[config.mk]
export PLATFORM = sky130hd
export DESIGN_NAME = i2cr_regslave
export DESIGN_NICKNAME = d
export VERILOG_FILES = /design/src/rtl/i2cr_pkg.sv /design/src/rtl/i2cr_linesync.sv /design/src/rtl/i2cr_ctrl.sv /design/src/rtl/i2cr_regslave.sv
export SDC_FILE = /design/constraint.sdc
export NUM_CORES = 1
export LEC_CHECK = 0
export BUFFER_PORTS_ARGS = -buffer_cell sky130_fd_sc_hd__buf_2
export CELL_PAD_IN_SITES_DETAIL_PLACEMENT = 1
export CELL_PAD_IN_SITES_GLOBAL_PLACEMENT = 1
export CORE_MARGIN = 2
export CORE_UTILIZATION = 30
export DETAILED_ROUTE_END_ITERATION = 7
export GPL_TIMING_DRIVEN = 0
export PLACE_DENSITY_LB_ADDON = 0.1
export RECOVER_POWER = 100
export SETUP_SLACK_MARGIN = 0.15
export SKIP_CTS_REPAIR_TIMING = 1
export SLEW_MARGIN = 25
export SYNTH_ARGS = -nofsm -noshare
export SYNTH_HDL_FRONTEND = slang
export SYNTH_SLANG_ARGS = --single-unit
[constraint.sdc]
create_clock -name clk -period 4.4 [get_ports clk]
set_input_delay 0.22 -clock clk [delete_from_list [all_inputs] [get_ports clk]]
set_output_delay 0.22 -clock clk [all_outputs]
set_load 0.02 [all_outputs]
[src/rtl/i2cr_pkg.sv]
package i2cr_pkg;

    localparam int BYTE_W  = 8;
    localparam int ADDR_W  = 16;
    localparam int BITCNT_W = 4;

    localparam logic [6:0]        DEV_ID7   = 7'h32;
    localparam logic [BYTE_W-1:0] ID_HI_VAL = 8'h08;
    localparam logic [BYTE_W-1:0] ID_LO_VAL = 8'h06;

    typedef enum logic [3:0] {
        PH_IDLE,
        PH_DEV,
        PH_ACK_DEV,
        PH_AHI,
        PH_ACK_AHI,
        PH_ALO,
        PH_ACK_ALO,
        PH_WDAT,
        PH_ACK_WD,
        PH_TX,
        PH_RACK,
        PH_HOLD
    } phase_t;

    function automatic logic is_id_addr(input logic [ADDR_W-1:0] a);
        return a[ADDR_W-1:1] == '0;
    endfunction

    function automatic logic [BYTE_W-1:0] id_value(input logic [ADDR_W-1:0] a);
        return a[0] ? ID_LO_VAL : ID_HI_VAL;
    endfunction

endpackage

[src/rtl/i2cr_linesync.sv]
module i2cr_linesync #(
    parameter int LINES  = 2,
    parameter int STAGES = 2
) (
    input  logic             clk,
    input  logic             rst,
    input  logic [LINES-1:0] din,
    output logic [LINES-1:0] level,
    output logic [LINES-1:0] rise,
    output logic [LINES-1:0] fall
);
    for (genvar g = 0; g < LINES; g++) begin : g_line
        logic [STAGES:0] pipe;
        always_ff @(posedge clk) begin
            if (rst) pipe <= '1;
            else     pipe <= {pipe[STAGES-1:0], din[g]};
        end
        assign level[g] = pipe[STAGES-1];
        assign rise[g]  =  pipe[STAGES-1] & ~pipe[STAGES];
        assign fall[g]  = ~pipe[STAGES-1] &  pipe[STAGES];
    end
endmodule

[src/rtl/i2cr_ctrl.sv]
module i2cr_ctrl
    import i2cr_pkg::*;
(
    input  logic              clk,
    input  logic              rst,
    input  logic              scl_rise,
    input  logic              scl_fall,
    input  logic              sda_lvl,
    input  logic              start_det,
    input  logic              stop_det,
    input  logic [BYTE_W-1:0] rd_byte,
    output logic              sda_oe,
    output logic [ADDR_W-1:0] addr,
    output logic [BYTE_W-1:0] wdata,
    output logic              wr_req
);
    phase_t              ph;
    logic [BITCNT_W-1:0] cnt;
    logic [BYTE_W-1:0]   rx_sh;
    logic [BYTE_W-1:0]   tx_sh;
    logic [BYTE_W-1:0]   a_hi, a_lo;
    logic                rd_mode;
    logic                addr_ok;
    logic                rx_phase;
    logic                byte_done;
    logic                dev_match;

    assign addr      = {a_hi, a_lo};
    assign rx_phase  = (ph == PH_DEV) || (ph == PH_AHI) || (ph == PH_ALO) || (ph == PH_WDAT);
    assign byte_done = rx_phase && scl_fall && (cnt == 4'd8);
    assign dev_match = (rx_sh[7:1] == DEV_ID7) && (!rx_sh[0] || addr_ok);

    always_ff @(posedge clk) begin
        if (rst) begin
            ph      <= PH_IDLE;
            cnt     <= '0;
            rx_sh   <= '0;
            tx_sh   <= '0;
            a_hi    <= '0;
            a_lo    <= '0;
            wdata   <= '0;
            wr_req  <= 1'b0;
            sda_oe  <= 1'b0;
            rd_mode <= 1'b0;
            addr_ok <= 1'b0;
        end else begin
            wr_req <= 1'b0;
            if (stop_det) begin
                ph      <= PH_IDLE;
                cnt     <= '0;
                sda_oe  <= 1'b0;
                addr_ok <= 1'b0;
            end else if (start_det) begin
                ph     <= PH_DEV;
                cnt    <= '0;
                sda_oe <= 1'b0;
            end else if (rx_phase && scl_rise && cnt != 4'd8) begin
                rx_sh <= {rx_sh[6:0], sda_lvl};
                cnt   <= cnt + 4'd1;
            end else if (byte_done) begin
                cnt <= '0;
                case (ph)
                    PH_DEV: begin
                        if (dev_match) begin
                            sda_oe  <= 1'b1;
                            rd_mode <= rx_sh[0];
                            ph      <= PH_ACK_DEV;
                        end else begin
                            ph <= PH_HOLD;
                        end
                    end
                    PH_AHI: begin
                        a_hi   <= rx_sh;
                        sda_oe <= 1'b1;
                        ph     <= PH_ACK_AHI;
                    end
                    PH_ALO: begin
                        a_lo    <= rx_sh;
                        addr_ok <= 1'b1;
                        sda_oe  <= 1'b1;
                        ph      <= PH_ACK_ALO;
                    end
                    default: begin
                        wdata  <= rx_sh;
                        wr_req <= 1'b1;
                        sda_oe <= 1'b1;
                        ph     <= PH_ACK_WD;
                    end
                endcase
            end else if (scl_fall) begin
                case (ph)
                    PH_ACK_DEV: begin
                        if (rd_mode) begin
                            tx_sh  <= rd_byte;
                            sda_oe <= ~rd_byte[7];
                            cnt    <= '0;
                            ph     <= PH_TX;
                        end else begin
                            sda_oe <= 1'b0;
                            ph     <= PH_AHI;
                        end
                    end
                    PH_ACK_AHI: begin
                        sda_oe <= 1'b0;
                        ph     <= PH_ALO;
                    end
                    PH_ACK_ALO: begin
                        sda_oe <= 1'b0;
                        ph     <= PH_WDAT;
                    end
                    PH_ACK_WD: begin
                        sda_oe <= 1'b0;
                        ph     <= PH_HOLD;
                    end
                    PH_TX: begin
                        if (cnt == 4'd7) begin
                            sda_oe <= 1'b0;
                            ph     <= PH_RACK;
                        end else begin
                            cnt    <= cnt + 4'd1;
                            tx_sh  <= {tx_sh[6:0], 1'b0};
                            sda_oe <= ~tx_sh[6];
                        end
                    end
                    default: ;
                endcase
            end else if (scl_rise && ph == PH_RACK) begin
                ph <= PH_HOLD;
            end
        end
    end
endmodule

[src/rtl/i2cr_regslave.sv]
module i2cr_regslave
    import i2cr_pkg::*;
#(
    parameter int SYNC_STAGES = 2
) (
    input  logic              clk,
    input  logic              rst,
    input  logic              scl_i,
    input  logic              sda_i,
    output logic              sda_oe,
    output logic [ADDR_W-1:0] reg_addr,
    output logic [BYTE_W-1:0] reg_wdata,
    output logic              reg_we,
    input  logic [BYTE_W-1:0] reg_rdata
);
    localparam int LN_SCL = 0;
    localparam int LN_SDA = 1;

    logic [1:0] lvl, rise, fall;
    logic       start_det, stop_det;
    logic       wr_req;
    logic [BYTE_W-1:0] rd_byte;

    i2cr_linesync #(.LINES(2), .STAGES(SYNC_STAGES)) u_sync (
        .clk   (clk),
        .rst   (rst),
        .din   ({sda_i, scl_i}),
        .level (lvl),
        .rise  (rise),
        .fall  (fall)
    );

    assign start_det = fall[LN_SDA] & lvl[LN_SCL];
    assign stop_det  = rise[LN_SDA] & lvl[LN_SCL];

    assign rd_byte = is_id_addr(reg_addr) ? id_value(reg_addr) : reg_rdata;
    assign reg_we  = wr_req & ~is_id_addr(reg_addr);

    i2cr_ctrl u_ctrl (
        .clk       (clk),
        .rst       (rst),
        .scl_rise  (rise[LN_SCL]),
        .scl_fall  (fall[LN_SCL]),
        .sda_lvl   (lvl[LN_SDA]),
        .start_det (start_det),
        .stop_det  (stop_det),
        .rd_byte   (rd_byte),
        .sda_oe    (sda_oe),
        .addr      (reg_addr),
        .wdata     (reg_wdata),
        .wr_req    (wr_req)
    );
endmodule

==> results.json, run 1 <==
{
  "placed_area_sq_um": 2900,
  "route.detailed.drc": 0,
  "dp_slack_ns": 2.16,
  "routed_wl_mm": 7.41,
  "path_max_fanout": 10,
  "io_buffers": 37,
  "synth.distinct_cells": 53,
  "syn_to_final_growth_pct": 16.8,
  "gp_congestion": 0.831,
  "die_y_microns": 96.8,
  "vdd_drop_max_v": 0.000167,
  "ys_top_cells_by_area": "dfxtp_1 (44%), mux2i_1 (10%), nor2_1 (7.0%)",
  "finalHoldViolations": 0,
  "syn_avg_cell_area_sq_um": 8.73,
  "min_period_ns": 2.57,
  "maxCapViolations": 0,
  "run_status": "finished clean",
  "max_stage_delay_ns": 0.79,
  "setup_viol": 0,
  "timing.final.ws_setup_ns": 1.83,
  "syn-instance-count": 296,
  "cts_buffers": 9,
  "clockBufferDepth": 2,
  "max-slew-margin-rel_pct": 37.0,
  "num_rows": 33,
  "grt_pass1_wl_mm": 12.2,
  "highest_layer": "met4",
  "antenna_found_initial": 0,
  "drive_gt1_share_pct": 12.0,
  "cp_data_required_time_ns": 4.61,
  "grt_max_degree": 11,
  "hold_path.class": "in2reg",
  "synth_top_area_share_pct": 44.1,
  "io_pins": 38,
  "die_w_microns": 96.8,
  "yosysSeqAreaShare_pct": 44.1,
  "dr_wl_met2_mm": 3.31,
  "drtPass1Iterations": 4,
  "ys_warn_count": 0,
  "hpwlAfterDp_mm": 5.27,
  "final_area_sq_um": 3020,
  "crit_slowest_cell": "nor2_1",
  "worst-path-buf-inv": 1,
  "clkSinkCount": 57,
  "met3_length_microns": 249,
  "hold_ws_ns": 0.0639,
  "start_kind": "flip-flop",
  "ys_seq_elements": 57,
  "routed-via-count": 2325,
  "cp_common_cell": "nor2_1",
  "synth_top_cell_by_area": "dfxtp_1",
  "synth_ff_type": "dfxtp_1",
  "grt_remaining_overflow": 0,
  "async_flop_share_pct": 0,
  "rsz0062_at_grt": "false",
  "cts_root_buf": "clkbuf_8",
  "worstSetupEndpointType": "flip-flop",
  "fin_tns_setup_ns": 0,
  "drt_iter0_drc": 58,
  "fmax_mhz": 389,
  "grt_use_total_pct": 16.3,
  "p_total_mw": 0.976,
  "final_cell_mix": "dfxtp_1 (57), nor2_1 (49), clkbuf_1 (43), mux2i_1 (26), nand2_1 (25)",
  "syn_nets": 310,
  "critPathArrivalTime_ns": 2.78,
  "final_common_cell": "dfxtp_1",
  "p_leak_nw": 1.06,
  "diodes": 0,
  "critPathKind": "reg2reg",
  "synth_area_sq_um": 2580,
  "synth_edf_count": 0,
  "path_clk_slew_ns": 0.08,
  "fp.coreArea_sq_um": 8300,
  "clkLatencyLatePin_ns": 0.34,
  "cts_tree": "done",
  "start_util_pct": 31.1,
  "fin_nets": 358,
  "drt-met1-wl_mm": 3.78,
  "grt_pass1_vias": 2322,
  "crit_chain": "or3b_4, or2_0, clkbuf_1, nor2_1, mux2i_1, nor2_1",
  "via_per_inst": 5.12,
  "die-area_sq_um": 9380,
  "critPathTopFamily": "simple AND/OR/NAND/NOR gates",
  "ant_nets": 0,
  "wl_per_cell_microns": 16.3,
  "fin_crit_sh_pct": 58.4,
  "slew_violations": 0,
  "tightest_slew_ns": 0.942,
  "fin_worst_skew_ns": 0.0120,
  "h-tree-depth": 3,
  "power_density_nw_per_um2": 323
}
## synth_stat cells, drive strengths merged (3+ instances only)
library cell and count:
nand3 5, a211oi 4, a221oi 4, mux2i 26, o21ai 9, a31oi 3, nor3 5, nor2 49
or3b 3, nor4 4, nand3b 3, or3 3, nor2b 4, or2 10, clkbuf 12, a21oi 22
nand2b 3, dfxtp 57, inv 6, nand2 25, buf 3
## stage by stage
stage,util (%),std cells
floorplan,-,296
global placement,35.0,438
detailed placement,35.0,438
CTS,36.9,454
global route,36.4,454
finish,36.4,454
## final cells by class
class	count	area (sq um)
multi-input cells	218	1350
clock inverters	5	32.5
repair buffers	37	153
clock buffers	11	131
fillers	996	5280
plain buffers	15	56.3
flip-flops and latches	57	1140
well taps	105	131
inverters	6	22.5
## path summary, 6_finish.rpt
kind / start / to / slack, ns / cells after the start
worst max-delay path: u_sync.g_line[0].pipe[1]$_SDFF_PP1_ / u_ctrl.a_hi[4]$_SDFFE_PP0P_ / 1.83 / 6
worst min-delay path: sda_i / u_sync.g_line[1].pipe[0]$_SDFF_PP1_ / 0.06 / 2
worst max register to register: u_sync.g_line[0].pipe[1]$_SDFF_PP1_ / u_ctrl.a_hi[4]$_SDFFE_PP0P_ / 1.83 / 6
worst min register to register: u_sync.g_line[0].pipe[0]$_SDFF_PP1_ / u_sync.g_line[0].pipe[1]$_SDFF_PP1_ / 0.41 / 1
## layer usage
| layer | vias to the layer above | global-route usage, % |
|---|---|---|
| met3 | 8 | 4.41 |
| met4 | 0 | 4.23 |
| met1 | 1130 | 22.2 |
| met5 | - | 0 |
| met2 | 38 | 25.4 |
| li1 | 1149 | - |
## flip-flops by register name, summed over array words and instances (netlist names)
signal              cells
u_ctrl.a_hi             8
u_ctrl.a_lo             8
u_ctrl.addr_ok          1
u_ctrl.cnt              4
u_ctrl.ph               4
u_ctrl.rd_mode          1
u_ctrl.rx_sh            8
u_ctrl.sda_oe           1
u_ctrl.tx_sh            7
u_ctrl.wdata            8
u_ctrl.wr_req           1
u_sync.g_line.pipe      6
## cell families (layout without fill, tap and decap cells)
kind of cell,count (synthesis),after routing,synth area share (%)
XOR/XNOR,1,1,0.339
adder cells (fa/ha/maj),2,2,0.968
AO/OA/AOI/OAI,57,57,14.3
flip-flops,57,57,44.1
multiplexers,26,26,10.1
buffers and inverters,21,74,3.44
AND/OR/NAND/NOR,132,132,26.7
## power by group
group	total (mW)	leakage, nW	switching, mW	internal, mW
combinational	0.0317	0.522	0.0200	0.0116
sequential	0.523	0.460	0.00417	0.519
clock	0.421	0.0753	0.219	0.202
No activity file was read; power rests on OpenSTA's default activity.
==> run 2: changes to the inputs <==
==> constraint.sdc (replaced) <==
create_clock -name clk -period 2.4 [get_ports clk]
set_input_delay 0.12 -clock clk [delete_from_list [all_inputs] [get_ports clk]]
set_output_delay 0.12 -clock clk [all_outputs]
set_load 0.02 [all_outputs]
==> results.json, run 2 (synthesized netlist as in run 1, its figures left out) <==
{
  "run_status": "finished clean",
  "drive_gt1_share_pct": 15.0,
  "grt_use_total_pct": 16.3,
  "register_area_sq_um": 1140,
  "io_pins": 38,
  "min_period_ns": 2.23,
  "clkSinkCount": 57,
  "path_clk_slew_ns": 0.08,
  "fin_crit_sh_pct": 93.1,
  "final_common_cell": "dfxtp_1",
  "path_max_fanout": 10,
  "fmax_mhz": 448,
  "start_util_pct": 31.1,
  "fin_worst_skew_ns": 0.0132,
  "hpwlAfterDp_mm": 5.27,
  "cp_data_required_time_ns": 2.66,
  "die_w_microns": 96.8,
  "drt_iter0_drc": 48,
  "routed-via-count": 2322,
  "critPathKind": "reg2reg",
  "grt_remaining_overflow": 0,
  "syn_to_final_growth_pct": 19.3,
  "hold_path.class": "in2reg",
  "via_per_inst": 5.06,
  "antenna_found_initial": 0,
  "diodes": 0,
  "final_area_sq_um": 3080,
  "io_buffers": 37,
  "setup_viol": 0,
  "p_leak_nw": 1.10,
  "power_density_nw_per_um2": 582,
  "maxCapViolations": 0,
  "worstSetupEndpointType": "flip-flop",
  "vdd_drop_max_v": 0.000314,
  "wl_per_cell_microns": 16.4,
  "tightest_slew_ns": 0.643,
  "ant_nets": 0,
  "fin_nets": 363,
  "gp_congestion": 0.831,
  "hold_ws_ns": 0.0407,
  "fp.coreArea_sq_um": 8300,
  "slew_violations": 0,
  "die_y_microns": 96.8,
  "drtPass1Iterations": 4,
  "cts_tree": "done",
  "cts_root_buf": "clkbuf_8",
  "start_kind": "flip-flop",
  "h-tree-depth": 3,
  "cts_buffers": 9,
  "rsz0062_at_grt": "true",
  "route.detailed.drc": 0,
  "clkLatencyLatePin_ns": 0.34,
  "fillers": 1000,
  "final_cell_mix": "dfxtp_1 (55), nor2_1 (48), clkbuf_1 (39), mux2i_1 (26), nand2_1 (25)",
  "grt_pass1_wl_mm": 12.2,
  "critPathArrivalTime_ns": 2.50,
  "max-slew-margin-rel_pct": 57.1,
  "grt_pass1_vias": 2322,
  "die-area_sq_um": 9380,
  "multi_input_area_sq_um": 1360,
  "finalHoldViolations": 0,
  "num_rows": 33,
  "grt_max_degree": 11,
  "p_total_mw": 1.80,
  "clockBufferDepth": 2,
  "placed_area_sq_um": 2900,
  "routed_wl_mm": 7.55,
  "fin_tns_setup_ns": 0
}
==> run 2: cell types whose count changed in the layout (fill, tap and decap cells not counted), sizes merged <==
cell         before  now
buf              11   14
dlygate4sd3       0    2
==> run 2: routing by layer <==
metal / routed length [microns] / up-vias / track usage (%)
met5: 0 / - / 0
met4: 80 / 0 / 4.23
met3: 211 / 6 / 4.41
met2: 3400 / 29 / 25.4
met1: 3860 / 1131 / 22.2
li1: - / 1156 / -
==> run 2: final timing paths <==
kind	end	start	cells past startpoint	slack, ns
worst min-delay path	u_ctrl.tx_sh[2]$_SDFFE_PP0P_	reg_rdata[2]	3	0.04
worst min register to register	u_sync.g_line[0].pipe[1]$_SDFF_PP1_	u_sync.g_line[0].pipe[0]$_SDFF_PP1_	1	0.41
worst max register to register	u_ctrl.cnt[2]$_SDFFE_PP0P_	u_sync.g_line[0].pipe[1]$_SDFF_PP1_	6	0.17
worst max-delay path	u_ctrl.cnt[2]$_SDFFE_PP0P_	u_sync.g_line[0].pipe[1]$_SDFF_PP1_	6	0.17
==> run 2: per-stage QoR <==
step	instances	utilization, %	setup slack (ns)
finish	459	37.2	0.167
global route	459	37.2	0.0648
CTS	454	36.9	0.140
detailed placement	438	35.0	0.161
global placement	438	35.0	0.170
floorplan	296	-	0.466
==> run 2: final cells by class <==
cell class              count  share of cell area, %
inverters                   6                  0.730
plain buffers              15                   2.31
flip-flops and latches     57                   37.1
repair buffers             42                   6.13
clock inverters             5                   1.05
well taps                 105                   4.26
multi-input cells         218                   44.2
clock buffers              11                   4.26
==> run 2: report_power, final <==
group	leakage [nW]	internal, mW	switching, mW
Clock	0.0753	0.371	0.403
Sequential	0.460	0.952	0.00772
Combinational	0.565	0.0239	0.0377
Total	1.10	1.35	0.449
==> run 2: worst max-delay path: stages, from the launching register on <==
cell	delay (ns)
dfxtp_1	0.39
or3b_4	0.44
or2_1	0.25
buf_6	0.15
o211a_1	0.21
or4b_4	0.56
a21oi_2	0.14
==> run 3: changes to the inputs <==
==> constraint.sdc (replaced) <==
create_clock -name clk -period 2.4 [get_ports clk]
set_input_delay 0.36 -clock clk [delete_from_list [all_inputs] [get_ports clk]]
set_output_delay 0.36 -clock clk [all_outputs]
set_load 0.02 [all_outputs]
==> results.json, run 3 (synthesized netlist as in run 1, its figures left out) <==
{
  "run_status": "finished clean",
  "rsz0062_at_grt": "false",
  "grt_max_degree": 11,
  "hold_depth": 2,
  "h-tree-depth": 3,
  "via_per_inst": 5.06,
  "io_pins": 38,
  "grt_pass1_vias": 2322,
  "die-area_sq_um": 9380,
  "ant_nets": 0,
  "clockBufferDepth": 2,
  "clkLatencyLatePin_ns": 0.34,
  "r2r-start": "u_ctrl.ph[1]$_SDFFE_PP0P_",
  "wl_per_cell_microns": 16.3,
  "start_kind": "flip-flop",
  "power_density_nw_per_um2": 585,
  "post_layout_nonfiller_instances": 457,
  "grt_remaining_overflow": 0,
  "diodes": 0,
  "cts_root_buf": "clkbuf_8",
  "met3_length_microns": 229,
  "fin_tns_setup_ns": 0,
  "final_cell_mix": "dfxtp_1 (55), nor2_1 (48), clkbuf_1 (40), mux2i_1 (26), nand2_1 (25)",
  "vdd_drop_max_v": 0.000307,
  "clkSinkCount": 57,
  "critPathKind": "reg2reg",
  "hpwlAfterDp_mm": 5.27,
  "reg2reg_to": "u_ctrl.cnt[2]$_SDFFE_PP0P_",
  "highest_layer": "met4",
  "p_leak_nw": 1.09,
  "io_buffers": 37,
  "cts_tree": "done",
  "maxCapViolations": 0,
  "finalHoldViolations": 0,
  "fp.coreArea_sq_um": 8300,
  "dp_cells": 438,
  "hold_path.class": "in2reg",
  "reg2regPathDepth": 5,
  "fin_worst_skew_ns": 0.0120,
  "placed_area_sq_um": 2900,
  "dp_slack_ns": 0.161,
  "fmax_mhz": 460,
  "start_util_pct": 31.1,
  "drtPass1Iterations": 4,
  "tightest_slew_ns": 0.642,
  "cp_data_required_time_ns": 2.66,
  "routed_wl_mm": 7.47,
  "max-slew-margin-rel_pct": 57.2,
  "grt_pass1_wl_mm": 12.2,
  "antenna_found_initial": 0,
  "fin_nets": 361,
  "gp_congestion": 0.831,
  "num_rows": 33,
  "worstSetupEndpointType": "flip-flop",
  "slew_violations": 0,
  "min_period_ns": 2.17,
  "fin_crit_sh_pct": 90.6,
  "timing.final.ws_setup_ns": 0.227,
  "path_max_fanout": 7,
  "min_to": "u_sync.g_line[1].pipe[0]$_SDFF_PP1_",
  "grt_use_total_pct": 16.3,
  "die_w_microns": 96.8,
  "hp-start": "sda_i",
  "syn_to_final_growth_pct": 18.5,
  "dr_wl_met2_mm": 3.36,
  "critPathArrivalTime_ns": 2.43,
  "path_clk_slew_ns": 0.07,
  "drt-met1-wl_mm": 3.81,
  "cts_buffers": 9,
  "final_common_cell": "dfxtp_1",
  "route.detailed.drc": 0,
  "drive_gt1_share_pct": 15.1,
  "drt_iter0_drc": 49,
  "routed-via-count": 2312,
  "rrSetupSlack_ns": 0.23,
  "setup_viol": 0,
  "die_y_microns": 96.8,
  "hold_ws_ns": 0.206,
  "final_area_sq_um": 3060
}
[run 3: worst max-delay path by stage]
stage,startpoint,endpoint,slack [ns],cells after the start
floorplan,u_sync.g_line[0].pipe[1]$_SDFF_PP1_,u_ctrl.cnt[3]$_SDFFE_PP0P_,0.47,6
global placement,u_ctrl.ph[0]$_SDFFE_PP0P_,u_ctrl.rx_sh[7]$_SDFFE_PP0P_,0.17,7
detailed placement,u_ctrl.ph[0]$_SDFFE_PP0P_,u_ctrl.rx_sh[6]$_SDFFE_PP0P_,0.16,7
CTS,u_ctrl.a_lo[1]$_SDFFE_PP0P_,reg_we,-0.08,4
global route,u_ctrl.ph[3]$_SDFFE_PP0P_,u_ctrl.a_hi[7]$_SDFFE_PP0P_,0.09,6
finish,u_ctrl.ph[1]$_SDFFE_PP0P_,u_ctrl.cnt[2]$_SDFFE_PP0P_,0.23,5
[run 3: layout make-up]
cell class,instances,area (sq um)
Buffer,15,71.3
Clock buffer,11,131
Clock inverter,5,32.5
Fill cell,1001,5240
Inverter,6,22.5
Multi-Input combinational cell,218,1360
Sequential cell,57,1140
Tap cell,105,131
Timing Repair Buffer,40,168
[run 3: through the flow]
step	util [%]	power [mW]
global route	36.9	1.86
global placement	35.0	1.04
CTS	36.9	1.82
detailed placement	35.0	1.04
finish	36.9	1.79
floorplan	-	1.01
[run 3: critical path, cell delays in order, from the launching register on]
cell	delay, ns
dfxtp_1	0.46
nor4bb_1	0.33
o211ai_1	0.24
o211a_2	0.39
or4b_4	0.53
a21oi_1	0.15
[run 3: layer usage]
metal,up-vias,track usage (%)
met5,-,0
met4,0,4.23
met3,6,4.41
met2,32,25.4
met1,1122,22.2
li1,1152,-
[run 3: report_power, final]
part	internal [mW]	switching, mW
registers	0.952	0.00773
logic	0.0216	0.0373
clock network	0.371	0.402
total	1.34	0.447
